$ cat src/rtl/rdiv_pkg.sv
package rdiv_pkg;
  typedef enum logic [2:0] {
    ST_IDLE,
    ST_SHIFT,
    ST_SUB,
    ST_RESTORE,
    ST_NEXT,
    ST_DONE
  } rdiv_state_e;
endpackage

$ cat src/rtl/rdiv_ctrl.sv
module rdiv_ctrl
  import rdiv_pkg::*;
#(
  parameter int W = 4
) (
  input  logic clk,
  input  logic rst_n,
  input  logic start_i,
  input  logic div_zero_i,
  input  logic trial_neg_i,
  output logic ld_o,
  output logic ld_dbz_o,
  output logic shift_o,
  output logic sub_o,
  output logic restore_o,
  output logic at_next_o,
  output logic busy_o,
  output logic done_o,
  output logic dbz_o
);
  localparam int CW = $clog2(W + 1);

  rdiv_state_e state_q, state_d;
  logic [CW-1:0] cnt_q;
  logic          dbz_q;
  logic          last_iter;

  assign last_iter = (cnt_q == CW'(W - 1));

  always_comb begin
    state_d   = state_q;
    ld_o      = 1'b0;
    ld_dbz_o  = 1'b0;
    shift_o   = 1'b0;
    sub_o     = 1'b0;
    restore_o = 1'b0;
    case (state_q)
      ST_IDLE: if (start_i) begin
        ld_o = 1'b1;
        if (div_zero_i) begin
          ld_dbz_o = 1'b1;
          state_d  = ST_DONE;
        end else begin
          state_d = ST_SHIFT;
        end
      end
      ST_SHIFT: begin
        shift_o = 1'b1;
        state_d = ST_SUB;
      end
      ST_SUB: begin
        sub_o   = 1'b1;
        state_d = trial_neg_i ? ST_RESTORE : ST_NEXT;
      end
      ST_RESTORE: begin
        restore_o = 1'b1;
        state_d   = ST_NEXT;
      end
      ST_NEXT: state_d = last_iter ? ST_DONE : ST_SHIFT;
      ST_DONE: state_d = ST_IDLE;
      default: state_d = ST_IDLE;
    endcase
  end

  always_ff @(posedge clk or negedge rst_n) begin
    if (!rst_n) begin
      state_q <= ST_IDLE;
      cnt_q   <= '0;
      dbz_q   <= 1'b0;
    end else begin
      state_q <= state_d;
      if (ld_o) begin
        cnt_q <= '0;
        dbz_q <= ld_dbz_o;
      end else if (state_q == ST_NEXT) begin
        cnt_q <= cnt_q + 1'b1;
      end
    end
  end

  assign at_next_o = (state_q == ST_NEXT);
  assign busy_o    = (state_q != ST_IDLE);
  assign done_o    = (state_q == ST_DONE);
  assign dbz_o     = done_o & dbz_q;

  p_done_single_r4: assert property (@(posedge clk) disable iff (!rst_n)
    done_o |=> !done_o);
  p_dbz_only_done_r6: assert property (@(posedge clk) disable iff (!rst_n)
    dbz_o |-> done_o);
  p_iter_bound_r3: assert property (@(posedge clk) disable iff (!rst_n)
    cnt_q <= CW'(W));
  p_neg_restores_r3: assert property (@(posedge clk) disable iff (!rst_n)
    (sub_o && trial_neg_i) |=> restore_o);
  p_busy_after_accept_r4: assert property (@(posedge clk) disable iff (!rst_n)
    ld_o |=> busy_o);
endmodule

$ cat src/rtl/rdiv_datapath.sv
module rdiv_datapath #(
  parameter int W = 4
) (
  input  logic         clk,
  input  logic         rst_n,
  input  logic         ld_i,
  input  logic         ld_dbz_i,
  input  logic         shift_i,
  input  logic         sub_i,
  input  logic         restore_i,
  input  logic [W-1:0] dividend_i,
  input  logic [W-1:0] divisor_i,
  output logic         trial_neg_o,
  output logic         a_msb_o,
  output logic [W-1:0] m_low_o,
  output logic [W-1:0] quot_o,
  output logic [W-1:0] rem_o
);
  localparam int AW = W + 1;

  logic [AW-1:0] a_q, m_q, diff;
  logic [W-1:0]  q_q;

  function automatic logic [AW-1:0] f_trial(input logic [AW-1:0] a, input logic [AW-1:0] m);
    return a - m;
  endfunction

  function automatic logic [AW-1:0] f_restore(input logic [AW-1:0] a, input logic [AW-1:0] m);
    return a + m;
  endfunction

  assign diff        = f_trial(a_q, m_q);
  assign trial_neg_o = diff[AW-1];

  always_ff @(posedge clk or negedge rst_n) begin
    if (!rst_n) begin
      a_q <= '0;
      m_q <= '0;
      q_q <= '0;
    end else if (ld_i) begin
      m_q <= {1'b0, divisor_i};
      if (ld_dbz_i) begin
        a_q <= {1'b0, dividend_i};
        q_q <= '1;
      end else begin
        a_q <= '0;
        q_q <= dividend_i;
      end
    end else if (shift_i) begin
      {a_q, q_q} <= {a_q[AW-2:0], q_q, 1'b0};
    end else if (sub_i) begin
      a_q    <= diff;
      q_q[0] <= ~diff[AW-1];
    end else if (restore_i) begin
      a_q <= f_restore(a_q, m_q);
    end
  end

  assign a_msb_o = a_q[AW-1];
  assign m_low_o = m_q[W-1:0];
  assign quot_o  = q_q;
  assign rem_o   = a_q[W-1:0];

  p_m_top_clear_r2: assert property (@(posedge clk) disable iff (!rst_n)
    !m_q[AW-1]);
  p_restore_nonneg_r2: assert property (@(posedge clk) disable iff (!rst_n)
    restore_i |=> !a_q[AW-1]);
  p_shift_keeps_m_r5: assert property (@(posedge clk) disable iff (!rst_n)
    (shift_i || sub_i || restore_i) |=> $stable(m_q));
endmodule

$ cat src/rtl/restoring_divider.sv
module restoring_divider #(
  parameter int W = 4
) (
  input  logic         clk,
  input  logic         rst_n,
  input  logic         start_i,
  input  logic [W-1:0] dividend_i,
  input  logic [W-1:0] divisor_i,
  output logic         busy_o,
  output logic         done_o,
  output logic         dbz_o,
  output logic [W-1:0] quot_o,
  output logic [W-1:0] rem_o
);
  logic ld, ld_dbz, shift, sub, restore, at_next;
  logic trial_neg, a_msb;
  logic [W-1:0] m_low;

  rdiv_ctrl #(.W(W)) u_ctrl (
    .clk(clk), .rst_n(rst_n), .start_i(start_i),
    .div_zero_i(divisor_i == '0), .trial_neg_i(trial_neg),
    .ld_o(ld), .ld_dbz_o(ld_dbz), .shift_o(shift), .sub_o(sub),
    .restore_o(restore), .at_next_o(at_next),
    .busy_o(busy_o), .done_o(done_o), .dbz_o(dbz_o)
  );

  rdiv_datapath #(.W(W)) u_dp (
    .clk(clk), .rst_n(rst_n), .ld_i(ld), .ld_dbz_i(ld_dbz),
    .shift_i(shift), .sub_i(sub), .restore_i(restore),
    .dividend_i(dividend_i), .divisor_i(divisor_i),
    .trial_neg_o(trial_neg), .a_msb_o(a_msb), .m_low_o(m_low),
    .quot_o(quot_o), .rem_o(rem_o)
  );

  p_rem_below_div_r2: assert property (@(posedge clk) disable iff (!rst_n)
    (done_o && !dbz_o) |-> (rem_o < m_low));
  p_step_nonneg_r2: assert property (@(posedge clk) disable iff (!rst_n)
    at_next |-> !a_msb);
  p_results_hold_r7: assert property (@(posedge clk) disable iff (!rst_n)
    (!busy_o && !start_i) |=> ($stable(quot_o) && $stable(rem_o)));
  p_divisor_fixed_r5: assert property (@(posedge clk) disable iff (!rst_n)
    (busy_o && !done_o) |=> $stable(m_low));
endmodule

$ cat config.mk
export PLATFORM = sky130hd
export DESIGN_NAME = restoring_divider
export DESIGN_NICKNAME = d
export VERILOG_FILES = /design/src/rtl/rdiv_pkg.sv /design/src/rtl/rdiv_ctrl.sv /design/src/rtl/rdiv_datapath.sv /design/src/rtl/restoring_divider.sv
export SDC_FILE = /design/constraint.sdc
export NUM_CORES = 1
export LEC_CHECK = 0
export ABC_AREA = 1
export BUFFER_PORTS_ARGS = -buffer_cell sky130_fd_sc_hd__buf_2
export CAP_MARGIN = 15
export CELL_PAD_IN_SITES_DETAIL_PLACEMENT = 0
export CELL_PAD_IN_SITES_GLOBAL_PLACEMENT = 1
export CORE_ASPECT_RATIO = 0.8
export CORE_MARGIN = 3
export CORE_UTILIZATION = 23
export CTS_CLUSTER_SIZE = 14
export DETAILED_ROUTE_END_ITERATION = 12
export GPL_TIMING_DRIVEN = 0
export PLACE_DENSITY_LB_ADDON = 0.15
export SLEW_MARGIN = 20
export SYNTH_ARGS = -nofsm -noshare
export SYNTH_HDL_FRONTEND = slang
export SYNTH_SLANG_ARGS = --single-unit
$ cat constraint.sdc
create_clock -name clk -period 2.7 [get_ports clk]
set_input_delay 0.405 -clock clk [delete_from_list [all_inputs] [get_ports clk]]
set_output_delay 0.405 -clock clk [all_outputs]
set_load 0.01 [all_outputs]
======== After elaboration in Yosys (flattened, before gate mapping) ========
Index checks and enable logic that the tools add are counted.
Widths: inputs -> output; s select.
word-level totals
  output and inout bits ................... 11
  word-level logic and storage cells ...... 51
  bits in registers ....................... 20
operators by class
  multiplexer cells ....................... 25
  equality and inequality tests ........... 7
  reductions and logical operators ........ 7
  $add $sub $neg .......................... 3
  bitwise logic cells ..................... 2
operators by type and width
  cell                 number
  $mux 3               7
  $mux 5               4
  $pmux 3 s5           1
  $mux 4               3
  $mux 1               10
  $eq 3x2->1 const B   3
  $eq 3x3->1 const B   2
  $reduce_bool 3->1    2
  $add 5x4->5          1
  $sub 5x4->5          1
  $logic_not 4->1      1
  $reduce_bool 2->1    2
  $reduce_bool 4->1    1
  $add 3x1->3 const B  1
  $eq 3x1->1 const B   1
  $logic_not 3->1      1
  $ne 2x2->1 const B   1
  $and 1x1->1          1
  $not 1->1            1

======== Longest topological paths before layout ========
Gate-level depths: netlist (run 1).
  depth in word-level cells ............... 6
  depth in mapped cells ................... 12

======== Modules after synthesis ========
A second synthesis (run 1) with hierarchy kept.
unflattened totals
  cell total of the unflattened synthesis .. 193
  area, all modules ....................... 1411.4 um^2
modules (own cells, without submodules)
  module             area an instance (um^2)  instances  cells each  sequential area each (um^2)
  rdiv_datapath      959.7                    1          131         325.3
  rdiv_ctrl          425.4                    1          55          175.2
  restoring_divider  26.3                     1          7           0.0

======== Least setup slack after synthesis (run 1) ========
Ideal clock, no wire load.
  path type ............................... register -> register
  start ................................... register u_dp.a_q[0]
  end ..................................... register u_dp.a_q[4]
  path slack .............................. 0.937 ns
  setup time .............................. 0.123 ns
  required time ........................... 2.577 ns
  period minus slack after synthesis ...... 1.763 ns
  path buffers ............................ 0
  cell stages (with the launch flop) ...... 11
  arrival ................................. 1.640 ns
  cell sequence ........................... dfrtp_1 inv_1 ha_1 inv_1 fa_1 nand3_1 nand3_1 nand3_1 nand2_1 o21ai_0 nand2_1
on the way
  longest elaborated chain between the ends .. 5
  elaborated cells between the ends (all ways) .. 6
RTL lines
  element                 RTL line             text
  from (decl)             rdiv_datapath.sv:21  logic [AW-1:0] a_q, m_q, diff;
  from (signal assigned)  rdiv_datapath.sv:43  a_q <= {1'b0, dividend_i};
  from (signal assigned)  rdiv_datapath.sv:50  {a_q, q_q} <= {a_q[AW-2:0], q_q, 1'b0};
  from (signal assigned)  rdiv_datapath.sv:52  a_q <= diff;
  $add 5x4->5             rdiv_datapath.sv:29  return a + m;
  $mux 5                  rdiv_datapath.sv:54  end else if (restore_i) begin
  $mux 5 *                rdiv_datapath.sv:51  end else if (sub_i) begin
  $mux 5 *                rdiv_datapath.sv:49  end else if (shift_i) begin
  $mux 5 *                rdiv_datapath.sv:40  end else if (ld_i) begin
Every way passes the cells marked *; elsewhere a longest branch is shown, timed or not. The select of a mux whose other input is x is not followed.
A chain may end at the register's enable or synchronous reset.

======== Worst setup path after layout (run 1) ========
Ends and elaborated chain as after synthesis.

==> flow_summary.toml, run 1 <==
[min_path]
worstHoldPathType = "input pin to asynchronous set/reset pin"

[routing]
via_per_inst = 4.307
routed_wl_um = 3595
avgRoutedWirePerCell_um = 12.98
vias = 1193
first_pass_iters = 4
ant_nets = 0
drc_errors = 0
first_iter_violations = 21

[synth]
syn_nets = 197
yosys.area_share.simple_pct = 28.26
ys_types = 31
synth.avg_cell_area_um2 = 7.939
synth_top_family_by_area = "simple AND/OR/NAND/NOR gates"
synth_area_um2 = 1381
synth.area.mux_share_pct = 0
synth_fa_ha_area_share_pct = 11.96
synth-seq-cells = 20
synth_compound_area_share_pct = 14.04
synth_seq_area_share_pct = 36.23
synthCells = 174
synth-xor-area-share_pct = 1.268
ys_warn_count = 0

[timing]
drv_slew = 0
min_period_over_period_pct = 73.39
skew_ns = 0.009605
period_needed_ns = 1.981
tns_ns = 0
maxSlewHeadroom_pct = 67.72
grt_setup_unrepaired = "false"
setup_slack_ns = 0.7185
hold_viol = 0
setup_viol = 0
max_freq_mhz = 504.7
worstMarginPinSlew_ns = 0.4842

[cts]
post_cts_buffers = 0
postCtsHoldBufs = 0
cts_tree = "yes"
worstSkewPairLatency_ns = 0.27
cts_buffers = 3
clockRootBuffer = "clkbuf_8"
clockBufferDepth = 2
clk_pin_slew_ns = 0.09
cts_sinks = 20
htreeDepth = 1
cts_resized = 0

[critical_path]
rr_worst_depth = 10
path_max_fanout = 5
criticalPathCategory = "register to register"
cp.required_ns = 2.85
worst_ep_arrival_time_ns = 2.13
end_kind = "register"
start_kind = "register"

[placement]
placement.io_buffers = 21
place_congestion = 0.7745
dpl_worst_slack_ns = 0.7434
post-dp-hpwl_um = 2844

[finish]
num-nets-final = 223
regArea_um2 = 500.5
area_growth_pct = 19.84
drive_above_1_share_pct = 23.62
num_antenna_cells = 0
multi_input_area_um2 = 767.0
num-fill-cells = 617

[pwr]
power_leakage_nw = 0.8485
p_per_area_nw_per_um2 = 1363
ir_drop_mv = 0.3098

[floorplanning]
die_w_um = 92.65
core_area_um2 = 5615
dieArea_um2 = 6978
die_y_um = 75.32
initial_core_util_pct = 24.60
rows = 24
io_pins = 22

[run_status]
status = "finished, final reports clean"

[grt]
antenna_found_initial = 0
grt_pass1_wl_um = 6313
grt_pass1_vias = 1263
grt_overflow = 0
grt_max_degree = 21
grt_use_total_pct = 11.66

[job]
max_cap_violations = 0
cell type report:
type                    instances  share of cell area [%]
well taps                      78                   5.896
multi-input cells             125                   46.33
clock buffers                   3                   2.494
flip-flops and latches         20                   30.23
plain buffers                   2                  0.7559
repair buffers                 21                   6.349
inverters                      27                   6.122
clock inverters                 1                   1.814
state kept, by name, summed over array words and instances (netlist names):
| register | cells |
|---|---|
| u_ctrl.cnt_q | 3 |
| u_ctrl.dbz_q | 1 |
| u_ctrl.state_q | 3 |
| u_dp.a_q | 5 |
| u_dp.m_q | 4 |
| u_dp.quot_o | 4 |
path summary, 6_finish.rpt:
check / startpoint / endpoint / slack (ns)
max in group asynchronous: rst_n / u_ctrl.dbz_q$_DFFE_PN0P_ / 2.28
min: rst_n / u_ctrl.cnt_q[1]$_DFFE_PN0P_ / 0.09
min in group clk: divisor_i[0] / u_dp.m_q[0]$_DFFE_PN0P_ / 0.34
min reg2reg: u_ctrl.cnt_q[2]$_DFFE_PN0P_ / u_ctrl.cnt_q[2]$_DFFE_PN0P_ / 0.51
max reg2reg: u_dp.a_q[0]$_DFFE_PN0P_ / u_dp.a_q[4]$_DFFE_PN0P_ / 0.72
max: u_dp.a_q[0]$_DFFE_PN0P_ / u_dp.a_q[4]$_DFFE_PN0P_ / 0.72
kinds of logic after synthesis:
kind of cell             count (synthesis)
AND/OR/NAND/NOR                         79
AO/OA/AOI/OAI                           32
buffers and inverters                   29
adder cells (fa/ha/maj)                 12
flip-flops                              20
XOR/XNOR                                 2
placed cells by master, fill, tap and decap left out, types with 2 or more instances in the layout:
cell      instances
buf_2            22
nand3_1          10
o221ai_1          2
nor2_2            2
a21oi_1           7
nand2_4           3
nand2_1          44
o21ai_0          12
a21oi_2           2
a31oi_1           2
clkbuf_8          3
nor2_4            3
dfrtp_1          20
ha_1             10
nor2_1           11
inv_2             6
o211ai_1          3
fa_1              2
inv_1            21
power breakdown:
group	switching, W	internal [W]
Sequential	0.000137	0.000442
Clock	0.000110	0.000198
Combinational	0.000841	0.000529
Total	0.00109	0.00117
stage by stage:
stage	utilization, %	instance area, um2	power, W	hold slack, ns	instances
after floorplan	-	1381	0.001601	0.1094	174
after global placement	28.21	1584	0.001962	0.4080	273
after detailed placement	28.21	1584	0.001962	0.4167	273
after CTS	29.48	1655	0.002289	0.1142	277
after global routing	29.48	1655	0.002537	0.1202	277
final	29.48	1655	0.002256	0.08907	277
layer usage:
metal,part of all wire [%],global-route usage (%),up-vias
met1,55,16.45,555
met4,0.64,2.439,0
met3,3.8,3.060,2
met2,41,18.25,21
li1,-,-,615
met5,0,0,-
synthesized netlist by cell type, drive strengths merged:
| library cell | instances | area share [%] |
|---|---|---|
| a21oi | 9 | 3.8 |
| nand2 | 48 | 15 |
| ha | 10 | 9.1 |
| buf | 2 | 0.91 |
| a31oi | 2 | 0.91 |
| nand3 | 11 | 4.3 |
| xnor2 | 1 | 0.63 |
| xor2 | 1 | 0.63 |
| a22o | 1 | 0.63 |
| dfrtp | 20 | 36 |
| or2 | 1 | 0.45 |
| o221ai | 2 | 1.3 |
| inv | 27 | 7.3 |
| a32oi | 1 | 0.63 |
| o21ai | 13 | 4.7 |
| o22ai | 1 | 0.45 |
| nor4 | 1 | 0.45 |
| nor2 | 17 | 7.8 |
| nor3 | 1 | 0.36 |
| o211ai | 3 | 1.6 |
| fa | 2 | 2.9 |
worst max-delay path, cell delays in order (launching register included):
cell	delay, ns
dfrtp_1	0.44
inv_1	0.08
ha_1	0.14
inv_1	0.06
fa_1	0.41
nand3_1	0.12
nand3_1	0.11
nand3_1	0.20
nand2_1	0.10
o21ai_0	0.17
nand2_1	0.06
Power figures use the tool's default switching activity.
==> run 2: changes to the inputs <==
clock period = 1.9 ns   (was 2.7 ns; I/O delays follow)
==> run 2 against run 1 <==
Compared with the run above:
- hold slack improved by 0.14 ns
- clock-buffer cell count unchanged
- total power increased by 49%
- maximum frequency increased by 13%
- first-iteration DRC count increased by 62%
- sequential share of layout area decreased by 0.92 points
- final area increased by 3.4%
- combinational power increased by 53%
- die area unchanged
- clock skew about the same
- highest routed layer unchanged
==> flow_summary.toml, run 2 (same netlist as run 1, synthesis figures left out) <==
[run_status]
status = "finished, final reports clean"

[pwr]
ir_drop_mv = 0.4764
power_leakage_nw = 0.8619
p_per_area_nw_per_um2 = 1959
power.clock.fraction_pct = 13.0
switching_share_pct = 48.12
p_int_w = 0.001739
p_total_w = 0.003352
p_switching_w = 0.001613
p_comb_share_pct = 62.5
pwr-share-seq_pct = 24.5

[timing]
min_period_over_period_pct = 92.12
tns_ns = 0
grt_setup_unrepaired = "false"
setup_viol = 0
maxSlewHeadroom_pct = 67.08
worstMarginPinSlew_ns = 0.4939
hold_viol = 0
skew_ns = 0.009755
holdWs_ns = 0.2241
max_freq_mhz = 571.3
drv_slew = 0
period_needed_ns = 1.750

[finish]
multi_input_area_um2 = 794.5
largest_register = "u_dp.a_q"
num-nets-final = 226
num-fill-cells = 606
layout_commonest_cell = "nand2_1"
layout_common_cells = "nand2_1, inv_1, buf_2, dfrtp_1, nor2_1"
drive_above_1_share_pct = 28.71
regArea_um2 = 501.7
area_growth_pct = 23.91
largest_reg_flops = 5
fin_cells = 280
num_antenna_cells = 0

[job]
max_cap_violations = 0

[cts]
worstSkewPairLatency_ns = 0.27
htreeDepth = 1
clockRootBuffer = "clkbuf_8"
cts_sinks = 20
cts_buffers = 3
clockBufferDepth = 2
cts_tree = "yes"
clk_pin_slew_ns = 0.09

[grt]
grt_max_degree = 21
grt_pass1_wl_um = 6354
antenna_found_initial = 0
grt_use_total_pct = 11.72
grt_pass1_vias = 1280
grt_overflow = 0

[floorplanning]
io_pins = 22
rows = 24
initial_core_util_pct = 24.60
dieArea_um2 = 6978
die_y_um = 75.32
die_w_um = 92.65
core_area_um2 = 5615

[routing]
first_iter_violations = 34
drc_errors = 0
via_per_inst = 4.350
avgRoutedWirePerCell_um = 13.12
ant_nets = 0
vias = 1218
first_pass_iters = 4
routed_wl_um = 3673

[critical_path]
cpMaxStageDelayCell = "dfrtp_1"
worst_ep_arrival_time_ns = 1.91
path_buf_inv = 2
start_kind = "register"
criticalPathCategory = "register to register"
crit_family = "adder cells"
worst_path_largest_cell_delay_ns = 0.41
cp_cell_sequence = "inv_1, ha_1, inv_1, fa_2, nand3_2, nand3_1, nand3_2, nand2_2, o21ai_2, nand2_1"
cp.required_ns = 2.05
worstReg2RegStart = "u_dp.a_q[0]$_DFFE_PN0P_"
end_kind = "register"
critPathLaunch = "u_dp.a_q[0]$_DFFE_PN0P_"
path_max_fanout = 3

[min_path]
worstHoldStart = "divisor_i[0]"
worstHoldPathType = "input pin to register"

[placement]
placement.io_buffers = 21
place_congestion = 0.7745
dp.cells = 273
post-dp-hpwl_um = 2844
[run 2: per-stage QoR]
stage,util (%),worst slack [ns],cell area (um2)
final,30.48,0.1497,1712
after global routing,30.48,0.008510,1712
after floorplan,-,0.1370,1381
after global placement,28.21,-0.09249,1584
after CTS,29.88,0.01225,1678
after detailed placement,28.21,-0.05658,1584
[run 2: final cells by class]
| cell class | count | share of cell area [%] |
|---|---|---|
| clock inverter | 1 | 1.754 |
| buffer | 2 | 0.8772 |
| clock buffer | 3 | 2.412 |
| multi-input combinational | 125 | 46.42 |
| timing repair buffer | 24 | 7.602 |
| inverter | 27 | 5.921 |
| tap | 78 | 5.702 |
| sequential | 20 | 29.31 |
[run 2: tightest hold or removal path, stage by stage]
cell     delay [ns]
buf_2          0.09
nand2_1        0.05
nand2_1        0.05
[run 2: what timing repair did]
item / CTS / global route
endpoints found under the hold margin: 12 / 0
buffers inserted: 1 / 1
resized for setup: 1 / 12
pin swaps: 1 / 3
setup endpoints to repair: 1 / 4
hold buffers: 1 / 0
[run 2: final timing paths]
| path | to | slack [ns] | cells past startpoint |
|---|---|---|---|
| worst min register to register | u_ctrl.cnt_q[2]$_DFFE_PN0P_ | 0.51 | 2 |
| worst max register to register | u_dp.a_q[4]$_DFFE_PN0P_ | 0.15 | 10 |
| max in group asynchronous | u_dp.a_q[2]$_DFFE_PN0P_ | 1.03 | 2 |
| worst max-delay path | u_dp.a_q[4]$_DFFE_PN0P_ | 0.15 | 10 |
| worst min-delay path | u_dp.m_q[0]$_DFFE_PN0P_ | 0.22 | 3 |
| min in group asynchronous | u_ctrl.cnt_q[1]$_DFFE_PN0P_ | 0.52 | 2 |
[run 2: power by group through the flow]
| stage | combinational (W) | clock, W | sequential, W |
|---|---|---|---|
| final | 0.00209 | 0.000437 | 0.000820 |
| after global routing | 0.00242 | 0.000478 | 0.000847 |
| after CTS | 0.00200 | 0.000457 | 0.000821 |
| after detailed placement | 0.00195 | 0 | 0.000837 |
| after global placement | 0.00196 | 0 | 0.000831 |
| after floorplan | 0.00144 | 0 | 0.000838 |
[run 2: per-layer routing]
| metal | vias up | GRT usage (%) | share of wire (%) |
|---|---|---|---|
| li1 | 624 | - | - |
| met5 | - | 0 | 0 |
| met3 | 2 | 3.060 | 4.7 |
| met4 | 0 | 2.764 | 0.63 |
| met1 | 569 | 16.58 | 54 |
| met2 | 23 | 18.17 | 41 |
